===== src/rtl/qdr_pkg.sv =====
package qdr_pkg;
  typedef logic [1:0] beat_t;
  localparam int    BURST_LEN   = 4;
  localparam beat_t RD_SLOT     = 2'd0;
  localparam beat_t COMMIT_BEAT = 2'd1;
  localparam beat_t WR_SLOT     = 2'd2;
endpackage


===== src/rtl/qdr_beat_seq.sv =====
module qdr_beat_seq
  import qdr_pkg::*;
(
  input  logic  clk,
  input  logic  rst_n,
  output beat_t beat
);
  beat_t beat_q, beat_nx;

  always_comb beat_nx = beat_q + 2'd1;

  always_ff @(posedge clk or negedge rst_n) begin
    if (!rst_n) beat_q <= RD_SLOT;
    else        beat_q <= beat_nx;
  end

  assign beat = beat_q;
endmodule


===== src/rtl/qdr_wr_collect.sv =====
module qdr_wr_collect
  import qdr_pkg::*;
#(
  parameter int ADDR_W = 4,
  parameter int DATA_W = 16,
  parameter int NBYTES = 2
) (
  input  logic                                 clk,
  input  logic                                 rst_n,
  input  beat_t                                beat,
  input  logic                                 wr_n,
  input  logic [ADDR_W-1:0]                    addr,
  input  logic [DATA_W-1:0]                    wr_data,
  input  logic [NBYTES-1:0]                    wr_be_n,
  output logic                                 commit,
  output logic [ADDR_W-1:0]                    commit_addr,
  output logic [BURST_LEN-1:0][DATA_W-1:0]     commit_data,
  output logic [BURST_LEN-1:0][NBYTES-1:0]     commit_be_n
);
  localparam int HOLD = BURST_LEN - 1;

  logic              act_q, act_nx;
  logic              start;
  logic              take;
  beat_t             slot;
  logic [ADDR_W-1:0] addr_q;
  logic [HOLD-1:0][DATA_W-1:0] hold_d;
  logic [HOLD-1:0][NBYTES-1:0] hold_be;

  assign start = (beat == WR_SLOT) && !wr_n;
  assign take  = start || act_q;
  assign slot  = beat + 2'd2;

  always_comb begin
    act_nx = act_q;
    if (beat == WR_SLOT)          act_nx = !wr_n;
    else if (beat == COMMIT_BEAT) act_nx = 1'b0;
  end

  always_ff @(posedge clk or negedge rst_n) begin
    if (!rst_n) act_q <= 1'b0;
    else        act_q <= act_nx;
  end

  always_ff @(posedge clk) begin
    if (start) addr_q <= addr;
  end

  for (genvar i = 0; i < HOLD; i++) begin : g_hold
    logic en;
    assign en = take && (slot == beat_t'(i));
    always_ff @(posedge clk) begin
      if (en) begin
        hold_d[i]  <= wr_data;
        hold_be[i] <= wr_be_n;
      end
    end
    assign commit_data[i] = hold_d[i];
    assign commit_be_n[i] = hold_be[i];
  end

  assign commit_data[HOLD] = wr_data;
  assign commit_be_n[HOLD] = wr_be_n;
  assign commit            = act_q && (beat == COMMIT_BEAT);
  assign commit_addr       = addr_q;
endmodule


===== src/rtl/qdr_bank.sv =====
module qdr_bank #(
  parameter int ADDR_W = 4,
  parameter int BYTE_W = 8,
  parameter int NBYTES = 2
) (
  input  logic                       clk,
  input  logic                       we,
  input  logic [ADDR_W-1:0]          waddr,
  input  logic [NBYTES*BYTE_W-1:0]   wdata,
  input  logic [NBYTES-1:0]          wbe_n,
  input  logic [ADDR_W-1:0]          raddr,
  output logic [NBYTES*BYTE_W-1:0]   rdata
);
  localparam int DEPTH  = 1 << ADDR_W;
  localparam int DATA_W = NBYTES * BYTE_W;

  logic [DATA_W-1:0] mem [DEPTH];

  always_ff @(posedge clk) begin
    if (we) begin
      for (int b = 0; b < NBYTES; b++) begin
        if (!wbe_n[b]) mem[waddr][b*BYTE_W +: BYTE_W] <= wdata[b*BYTE_W +: BYTE_W];
      end
    end
  end

  assign rdata = mem[raddr];
endmodule


===== src/rtl/qdr_rd_pipe.sv =====
module qdr_rd_pipe
  import qdr_pkg::*;
#(
  parameter int ADDR_W = 4,
  parameter int DATA_W = 16
) (
  input  logic                             clk,
  input  logic                             rst_n,
  input  beat_t                            beat,
  input  logic                             rd_n,
  input  logic [ADDR_W-1:0]                addr,
  output logic [ADDR_W-1:0]                raddr,
  input  logic [BURST_LEN-1:0][DATA_W-1:0] rwords,
  output logic [DATA_W-1:0]                rd_data,
  output logic                             rd_valid
);
  localparam int TAIL = BURST_LEN - 1;

  logic                             pend_q, pend_nx;
  logic                             stv_q, stv_nx;
  logic [1:0]                       left_q, left_nx;
  logic                             vld_q, vld_nx;
  logic [ADDR_W-1:0]                ra_q, ra_nx;
  logic [BURST_LEN-1:0][DATA_W-1:0] stage_q, stage_nx;
  logic [TAIL-1:0][DATA_W-1:0]      obuf_q, obuf_nx;
  logic [DATA_W-1:0]                dq_q, dq_nx;

  always_comb begin
    pend_nx  = pend_q;
    stv_nx   = stv_q;
    left_nx  = left_q;
    vld_nx   = 1'b0;
    ra_nx    = ra_q;
    stage_nx = stage_q;
    obuf_nx  = obuf_q;
    dq_nx    = dq_q;
    if (beat == RD_SLOT && !rd_n) begin
      pend_nx = 1'b1;
      ra_nx   = addr;
    end
    if (beat == WR_SLOT && pend_q) begin
      stage_nx = rwords;
      stv_nx   = 1'b1;
      pend_nx  = 1'b0;
    end
    if (beat == RD_SLOT && stv_q) begin
      dq_nx   = stage_q[0];
      obuf_nx = stage_q[BURST_LEN-1:1];
      left_nx = 2'(TAIL);
      vld_nx  = 1'b1;
      stv_nx  = 1'b0;
    end else if (left_q != 2'd0) begin
      dq_nx   = obuf_q[0];
      obuf_nx = {{DATA_W{1'b0}}, obuf_q[TAIL-1:1]};
      left_nx = left_q - 2'd1;
      vld_nx  = 1'b1;
    end
  end

  always_ff @(posedge clk or negedge rst_n) begin
    if (!rst_n) begin
      pend_q <= 1'b0;
      stv_q  <= 1'b0;
      left_q <= 2'd0;
      vld_q  <= 1'b0;
    end else begin
      pend_q <= pend_nx;
      stv_q  <= stv_nx;
      left_q <= left_nx;
      vld_q  <= vld_nx;
    end
  end

  always_ff @(posedge clk) begin
    ra_q    <= ra_nx;
    stage_q <= stage_nx;
    obuf_q  <= obuf_nx;
    dq_q    <= dq_nx;
  end

  assign raddr    = ra_q;
  assign rd_data  = dq_q;
  assign rd_valid = vld_q;
endmodule


===== src/rtl/qdr_burst_sram.sv =====
module qdr_burst_sram
  import qdr_pkg::*;
#(
  parameter int DEPTH  = 16,
  parameter int BYTE_W = 8,
  parameter int NBYTES = 2,
  localparam int ADDR_W = $clog2(DEPTH),
  localparam int DATA_W = BYTE_W * NBYTES
) (
  input  logic              clk,
  input  logic              rst_n,
  input  logic [ADDR_W-1:0] addr,
  input  logic              rd_n,
  input  logic              wr_n,
  input  logic [DATA_W-1:0] wr_data,
  input  logic [NBYTES-1:0] wr_be_n,
  output logic [DATA_W-1:0] rd_data,
  output logic              rd_valid
);
  beat_t                            beat;
  logic                             wr_commit;
  logic [ADDR_W-1:0]                cm_addr;
  logic [BURST_LEN-1:0][DATA_W-1:0] cm_data;
  logic [BURST_LEN-1:0][NBYTES-1:0] cm_be_n;
  logic [ADDR_W-1:0]                rd_addr;
  logic [BURST_LEN-1:0][DATA_W-1:0] rwords;

  qdr_beat_seq u_seq (.clk(clk), .rst_n(rst_n), .beat(beat));

  qdr_wr_collect #(.ADDR_W(ADDR_W), .DATA_W(DATA_W), .NBYTES(NBYTES)) u_wr (
    .clk(clk), .rst_n(rst_n), .beat(beat), .wr_n(wr_n), .addr(addr),
    .wr_data(wr_data), .wr_be_n(wr_be_n), .commit(wr_commit),
    .commit_addr(cm_addr), .commit_data(cm_data), .commit_be_n(cm_be_n)
  );

  for (genvar w = 0; w < BURST_LEN; w++) begin : g_bank
    qdr_bank #(.ADDR_W(ADDR_W), .BYTE_W(BYTE_W), .NBYTES(NBYTES)) u_bank (
      .clk(clk), .we(wr_commit), .waddr(cm_addr), .wdata(cm_data[w]),
      .wbe_n(cm_be_n[w]), .raddr(rd_addr), .rdata(rwords[w])
    );
  end

  qdr_rd_pipe #(.ADDR_W(ADDR_W), .DATA_W(DATA_W)) u_rd (
    .clk(clk), .rst_n(rst_n), .beat(beat), .rd_n(rd_n), .addr(addr),
    .raddr(rd_addr), .rwords(rwords), .rd_data(rd_data), .rd_valid(rd_valid)
  );
endmodule


===== config.mk =====
export PLATFORM = sky130hd
export DESIGN_NAME = qdr_burst_sram
export DESIGN_NICKNAME = d
export VERILOG_FILES = /design/src/rtl/qdr_pkg.sv /design/src/rtl/qdr_beat_seq.sv /design/src/rtl/qdr_wr_collect.sv /design/src/rtl/qdr_bank.sv /design/src/rtl/qdr_rd_pipe.sv /design/src/rtl/qdr_burst_sram.sv
export SDC_FILE = /design/constraint.sdc
export NUM_CORES = 1
export LEC_CHECK = 0
export BUFFER_PORTS_ARGS = -buffer_cell sky130_fd_sc_hd__clkbuf_2
export CORE_ASPECT_RATIO = 1.75
export CORE_MARGIN = 2
export CORE_UTILIZATION = 56
export CTS_CLUSTER_DIAMETER = 60
export DETAILED_ROUTE_END_ITERATION = 6
export HOLD_SLACK_MARGIN = 0.05
export PLACE_DENSITY_LB_ADDON = 0.08
export SYNTH_ARGS = -nofsm -noshare
export SYNTH_HDL_FRONTEND = slang
export SYNTH_SLANG_ARGS = --single-unit

===== constraint.sdc =====
create_clock -name clk -period 3.04 [get_ports clk]
set_input_delay 0.152 -clock clk [delete_from_list [all_inputs] [get_ports clk]]
set_output_delay 0.152 -clock clk [all_outputs]
set_load 0.05 [all_outputs]

==> results of run 1 <==
## synth_stat cells
master    instances  area, um2
buf_2            17       85.1
edfxtp_1       1214      36500
and3_1           16        100
o21a_1            1       7.51
a21boi_0          1       7.51
o211ai_1          1       7.51
or2_2             8       50.1
nor2b_1          10       62.6
nand3_1           6       30.0
buf_4             6       45.0
clkbuf_1         58        218
buf_1            14       52.6
xor2_1            1       8.76
nor2_1          134        503
buf_6            13        146
o21ai_0           1       5.00
inv_1             5       18.8
nand4_1           1       6.26
dfrtp_1           8        200
nand2_1          79        297
a22oi_1         128        961
mux4_2          256       5770
and2_1            2       12.5
ha_1              5       62.6
mux2_2           48        541
## report_power, final
group | internal [mW] | switching [mW] | leakage, nW
Clock | 7.40 | 5.75 | 1.62
Combinational | 0.620 | 0.947 | 3.96
Sequential | 18.8 | 0.201 | 11.1
## kinds of logic after synthesis
kind of cell    Yosys count  share of synthesized area
mux                     304                      0.138
buf+inv                 113                     0.0124
simple gates            256                     0.0232
fa+ha+maj                 5                    0.00137
flops                  1222                      0.803
xor+xnor                  1                   0.000192
compound gates          132                     0.0217
## worst min-delay path by stage
stage / endpoint / slack, ns / depth (start not counted)
floorplan: u_rd.left_q[0]$_DFFE_PN0P_ / -0.14 / 0
detailed placement: u_rd.left_q[0]$_DFFE_PN0P_ / 0.05 / 1
finish: g_bank[3].u_bank.mem[9][8]$_DFFE_PP_ / 0.08 / 1
global placement: u_rd.left_q[0]$_DFFE_PN0P_ / 0.05 / 1
global route: g_bank[3].u_bank.mem[15][9]$_DFFE_PP_ / 0.09 / 1
CTS: u_wr.commit_data[32]$_DFFE_PP_ / 0.05 / 1
## metrics by stage
stage          power, mW  instance area (um2)  worst slack (ns)  instances
2_1_floorplan       20.3                45700             0.429       2033
3_3_place_gp        20.9                48100             0.546       3183
3_5_place_dp        20.9                48100             0.531       3183
4_1_cts             33.9                51600             0.503       3385
5_1_grt             34.6                51600             0.430       3385
6_report            33.7                51600             0.470       3386
## metal layers
layer / vias up / share of wire / GRT usage
met5: - / 0 / 0
met4: 0 / 0.031 / 0.0900
met3: 164 / 0.043 / 0.0308
met2: 568 / 0.55 / 0.447
met1: 11300 / 0.38 / 0.317
li1: 8877 / - / -
## cell type report
| class | instances | area (um2) |
|---|---|---|
| sequential | 1222 | 36700 |
| fill | 5448 | 29200 |
| multi-input combinational | 698 | 8470 |
| clock buffer | 120 | 2680 |
| timing repair buffer | 224 | 1790 |
| tap | 1050 | 1310 |
| clock inverter | 66 | 647 |
| inverter | 5 | 18.8 |
| antenna | 1 | 2.50 |
## state kept, by name, summed over array words and instances (netlist names)
name	cells
u_rd.pend_q	1
u_rd.rd_valid	1
u_wr.commit_addr	4
u_rd.stage_q	64
u_wr.commit_data	48
u_rd.left_q	2
u_rd.rd_data	16
u_rd.stv_q	1
g_bank.u_bank.mem	1024
u_seq.beat	2
u_wr.act_q	1
u_wr.commit_be_n	6
u_rd.raddr	4
u_rd.obuf_q	48
## worst reg2reg max path, cell delays in order, from the launching register on
cell,delay (ns)
edfxtp_1,0.48
nor2b_4,1.02
buf_4,0.60
a22oi_1,0.22
nand2_1,0.12
## what timing repair did
action / 4_1_cts / 5_1_grt
hold endpoints to repair: 124 / 0
setup endpoints to repair: 0 / 0
hold buffers: 16 / 0
==> flow_summary.ini, run 1 <==
[status]
status = completed

[synth]
synth_seq_cells = 1222
synth_area_per_cell_um2 = 22.5
ys_types = 25
synth.yosys.seq_area_share = 0.803
synth_cells = 2033
synth_nets = 2064
yosys_warnings = 0
synth.cell_area_um2 = 45600

[grt]
grt_max_degree = 67
grt_pass1_wl_um = 149000
grt_antenna_before_repair = 2
track_usage = 0.251
globalRoute.totalOverflow = 0
first_global_vias = 22100

[sta]
setup_tns_ns = 0
period_minus_slack_ns = 2.57
max_slew.worst_pin.slew_ns = 1.20
timing.clock.skew_ns = 0.0282
timing_max_transition_violations_final = 0
fmax_mhz = 389
hold_viol_final = 0
slew_headroom = 0.196
grt_setup_unrepaired = no
hold_ws_ns = 0.0777
finalSetupViolations = 0
period_share = 0.846

[die]
initial_utilization = 0.565
die_y_um = 382
die-area_um2 = 83900
pin_count = 43
chipWidth_um = 220
rows = 138
fp.coreArea_um2 = 80800

[job]
maxCapViolations = 0

[setup_path]
timing.reg2reg.worst_path_depth = 4
critical_path_peak_fanout = 33
setup.reg_to_reg.worst_slack_ns = 0.47
worstPathCellList = nor2b_4 > buf_4 > a22oi_1 > nand2_1
timing_worst_setup_path_type = register to register
end_kind = register
critical_path_required_ns = 3.58
crit_arrival_ns = 3.11
crit_end = u_rd.stage_q[33]$_DFFE_PP_
crit_buf_inv = 1
path_depth = 4
cp-start-kind = register
critPathSlowestCell = nor2b_4
crit_path_max_incr_delay_ns = 1.02
reg2reg_from = u_rd.raddr[3]$_DFFE_PP_
rr_endpoint = u_rd.stage_q[33]$_DFFE_PP_
crit_family = simple AND/OR/NAND/NOR gates
startpoint = u_rd.raddr[3]$_DFFE_PP_

[detailed_routing]
detail_route.first_pass.iterations = 5
detail_route.drc_violations = 0
drt_first_iter_violations = 1868
vias_per_cell = 6.16
drt.antenna.violating_nets = 0
vias = 20900
final_wl_um = 101000
detail_routed_net_length_per_standard_cell_um = 29.9

[cts]
clock_tree_from_tritoncts = done
cts-root-to-sink-buffers = 3
tritoncts.num_buffers = 102
postCtsSetupBuffers = 0
clock-sinks = 1222
cts_root_buf = clkbuf_16
cts.clk_slew.worst_paths_ns = 0.07
count_of_cells_resized_by_post_cts_repair = 0
ctsHtreeMaxLevel = 3
clock_latency_ns = 0.69

[final_layout]
finish.net_count = 2284
drive_gt1_frac = 0.287
most_common_cell_after_layout_fill_and_taps_aside = edfxtp_1
post-route-util = 0.638
syn2layout_area_growth_pct = 13.0
most-common-layout-cells = edfxtp_1, mux4_2, buf_4

[placement]
dp_hpwl_um = 66100
gp_congestion = 0.798
buffer_ports.inserted = 42

[min_path]
min_from = wr_data[8]
timing.hold.worst.class = input port to register

[pwr]
worst_ir_drop_vdd_mv = 0.513
p_leak_nw = 16.7
cellPowerDensity_nw_per_um2 = 653
No activity file was read; power rests on OpenSTA's default activity.
==> run 2: changes to the inputs <==
==> constraint.sdc (replaced) <==
create_clock -name clk -period 2.26 [get_ports clk]
set_input_delay 0.113 -clock clk [delete_from_list [all_inputs] [get_ports clk]]
set_output_delay 0.113 -clock clk [all_outputs]
set_load 0.05 [all_outputs]
==> flow_summary.ini, run 2 (synthesis results as in run 1) <==
[grt]
grt_max_degree = 66
first_global_vias = 22300
grt_antenna_before_repair = 2
grt_pass1_wl_um = 149000
track_usage = 0.250
globalRoute.totalOverflow = 0

[cts]
clock_tree_from_tritoncts = done
cts.clk_slew.worst_paths_ns = 0.07
cts-root-to-sink-buffers = 3
clock_latency_ns = 0.70
cts_root_buf = clkbuf_16
ctsHtreeMaxLevel = 3
clock-sinks = 1222
tritoncts.num_buffers = 103

[final_layout]
max_ffs_per_register = 1024
final-instance-count-excl-fill = 3470
most-common-layout-cells = edfxtp_1, mux4_2, buf_4
finish.net_count = 2364
top_register = g_bank.u_bank.mem
finish.instance_area_um2 = 52500
n_fill_cell = 5273
post-route-util = 0.649
syn2layout_area_growth_pct = 14.9
drive_gt1_frac = 0.313
multiInputGateArea_um2 = 8480
antennaDiodeCount = 0
most_common_cell_after_layout_fill_and_taps_aside = edfxtp_1
sequential_cell_area_um2 = 36700
largest_registers = g_bank.u_bank.mem: 1024 flops, u_rd.stage_q: 64 flops

[die]
rows = 138
die-area_um2 = 83900
initial_utilization = 0.565
fp.coreArea_um2 = 80800
die_y_um = 382
pin_count = 43
chipWidth_um = 220

[setup_path]
cp-start-kind = register
end_kind = register
cp_common_cell = buf_12
setup.reg_to_reg.worst_slack_ns = 0.08
critical_path_peak_fanout = 14
critical_path_required_ns = 2.70
worstPathCellList = buf_12 > buf_12 > buf_12 > mux4_2 > a22oi_2 > nand2_1
crit_arrival_ns = 2.62
critPathSlowestCell = mux4_2
timing_worst_setup_path_type = register to register
crit_path_max_incr_delay_ns = 0.52

[placement]
placedInstanceArea_um2 = 48800
placed_cells = 3251
buffer_ports.inserted = 42
gp_congestion = 0.820
dp_hpwl_um = 66100

[sta]
finalSetupViolations = 0
fmax_mhz = 459
hold_viol_final = 0
hold_ws_ns = 0.0644
grt_setup_unrepaired = no
slew_headroom = 0.234
timing.clock.skew_ns = 0.0222
setup_tns_ns = 0
max_slew.worst_pin.slew_ns = 1.15
timing_max_transition_violations_final = 0
period_minus_slack_ns = 2.18
period_share = 0.964

[detailed_routing]
vias_per_cell = 6.13
detail_routed_net_length_per_standard_cell_um = 29.3
detail_route.drc_violations = 0
vias = 21300
detail_route.first_pass.iterations = 5
drt.antenna.violating_nets = 0
final_wl_um = 102000
drt_first_iter_violations = 2043

[pwr]
worst_ir_drop_vdd_mv = 0.703
cellPowerDensity_nw_per_um2 = 867
p_leak_nw = 17.2

[min_path]
timing.hold.worst.class = input port to register

[job]
maxCapViolations = 0

[status]
status = completed
==> run 2: changes by cell type in the layout (fill, tap and decap cells not counted), moves of 2 or more <==
cell	delta
clkbuf_1	+4
clkbuf_8	+2
clkinv_1	-14
inv_6	+4
buf_12	+15
buf_4	+54
clkinv_2	+12
clkinv_4	-4
dlygate4sd3_1	+9
clkinvlp_4	+3
==> run 2: path summary, 6_finish.rpt <==
kind                                          from                                   end  depth (start not counted)
max                        u_rd.raddr[0]$_DFFE_PP_            u_rd.stage_q[34]$_DFFE_PP_                          6
min                                     wr_data[7]  g_bank[3].u_bank.mem[0][7]$_DFFE_PP_                          1
max reg2reg                u_rd.raddr[0]$_DFFE_PP_            u_rd.stage_q[34]$_DFFE_PP_                          6
min reg2reg                u_rd.pend_q$_DFFE_PN0P_               u_rd.pend_q$_DFFE_PN0P_                          2
max in group asynchronous                    rst_n               u_seq.beat[0]$_DFF_PN0_                          3
min in group asynchronous                    rst_n                u_rd.stv_q$_DFFE_PN0P_                          3
==> run 2: area by class of cell <==
class | instances | share of cell area
clock buffers | 126 | 0.0520
clock inverters | 66 | 0.0123
inverters | 5 | 0.000358
multi-input cells | 698 | 0.162
flip-flops and latches | 1222 | 0.699
well taps | 1050 | 0.0250
repair buffers | 303 | 0.0498
==> run 2: critical path: cells and delay by family (launching register included) <==
kind,cells,cell delay (ns)
muxes,1,0.52
buffers and inverters,3,0.58
AOI/OAI and AO/OA,1,0.25
DFF,1,0.48
and+or+nand+nor,1,0.08
==> run 2: power breakdown <==
group	leakage, nW	switching (mW)	internal, mW
Sequential	11.1	0.216	25.2
Combinational	4.42	1.33	0.905
Clock	1.65	7.81	9.97
Total	17.2	9.36	36.1
==> run 2: repair_timing <==
action,CTS,global route
setup endpoints to repair,0,2
resized for setup,0,1
hold buffers,25,0
endpoints found under the hold margin,305,0
buffers inserted,0,1
==> run 2: metal layers <==
layer / up-vias / track usage / wire length (um)
met5: - / 0 / 0
met1: 11300 / 0.314 / 37900
met4: 0 / 0.0849 / 3020
met3: 188 / 0.0299 / 4660
li1: 9058 / - / -
met2: 677 / 0.450 / 56000
==> run 2: metrics by stage <==
stage | setup slack (ns) | power (mW)
finish | 0.0818 | 45.5
global route | 0.00112 | 46.7
CTS | 0.0352 | 45.8
detailed placement | 0.0490 | 28.2
global placement | 0.0265 | 28.1
floorplan | -0.0349 | 27.3
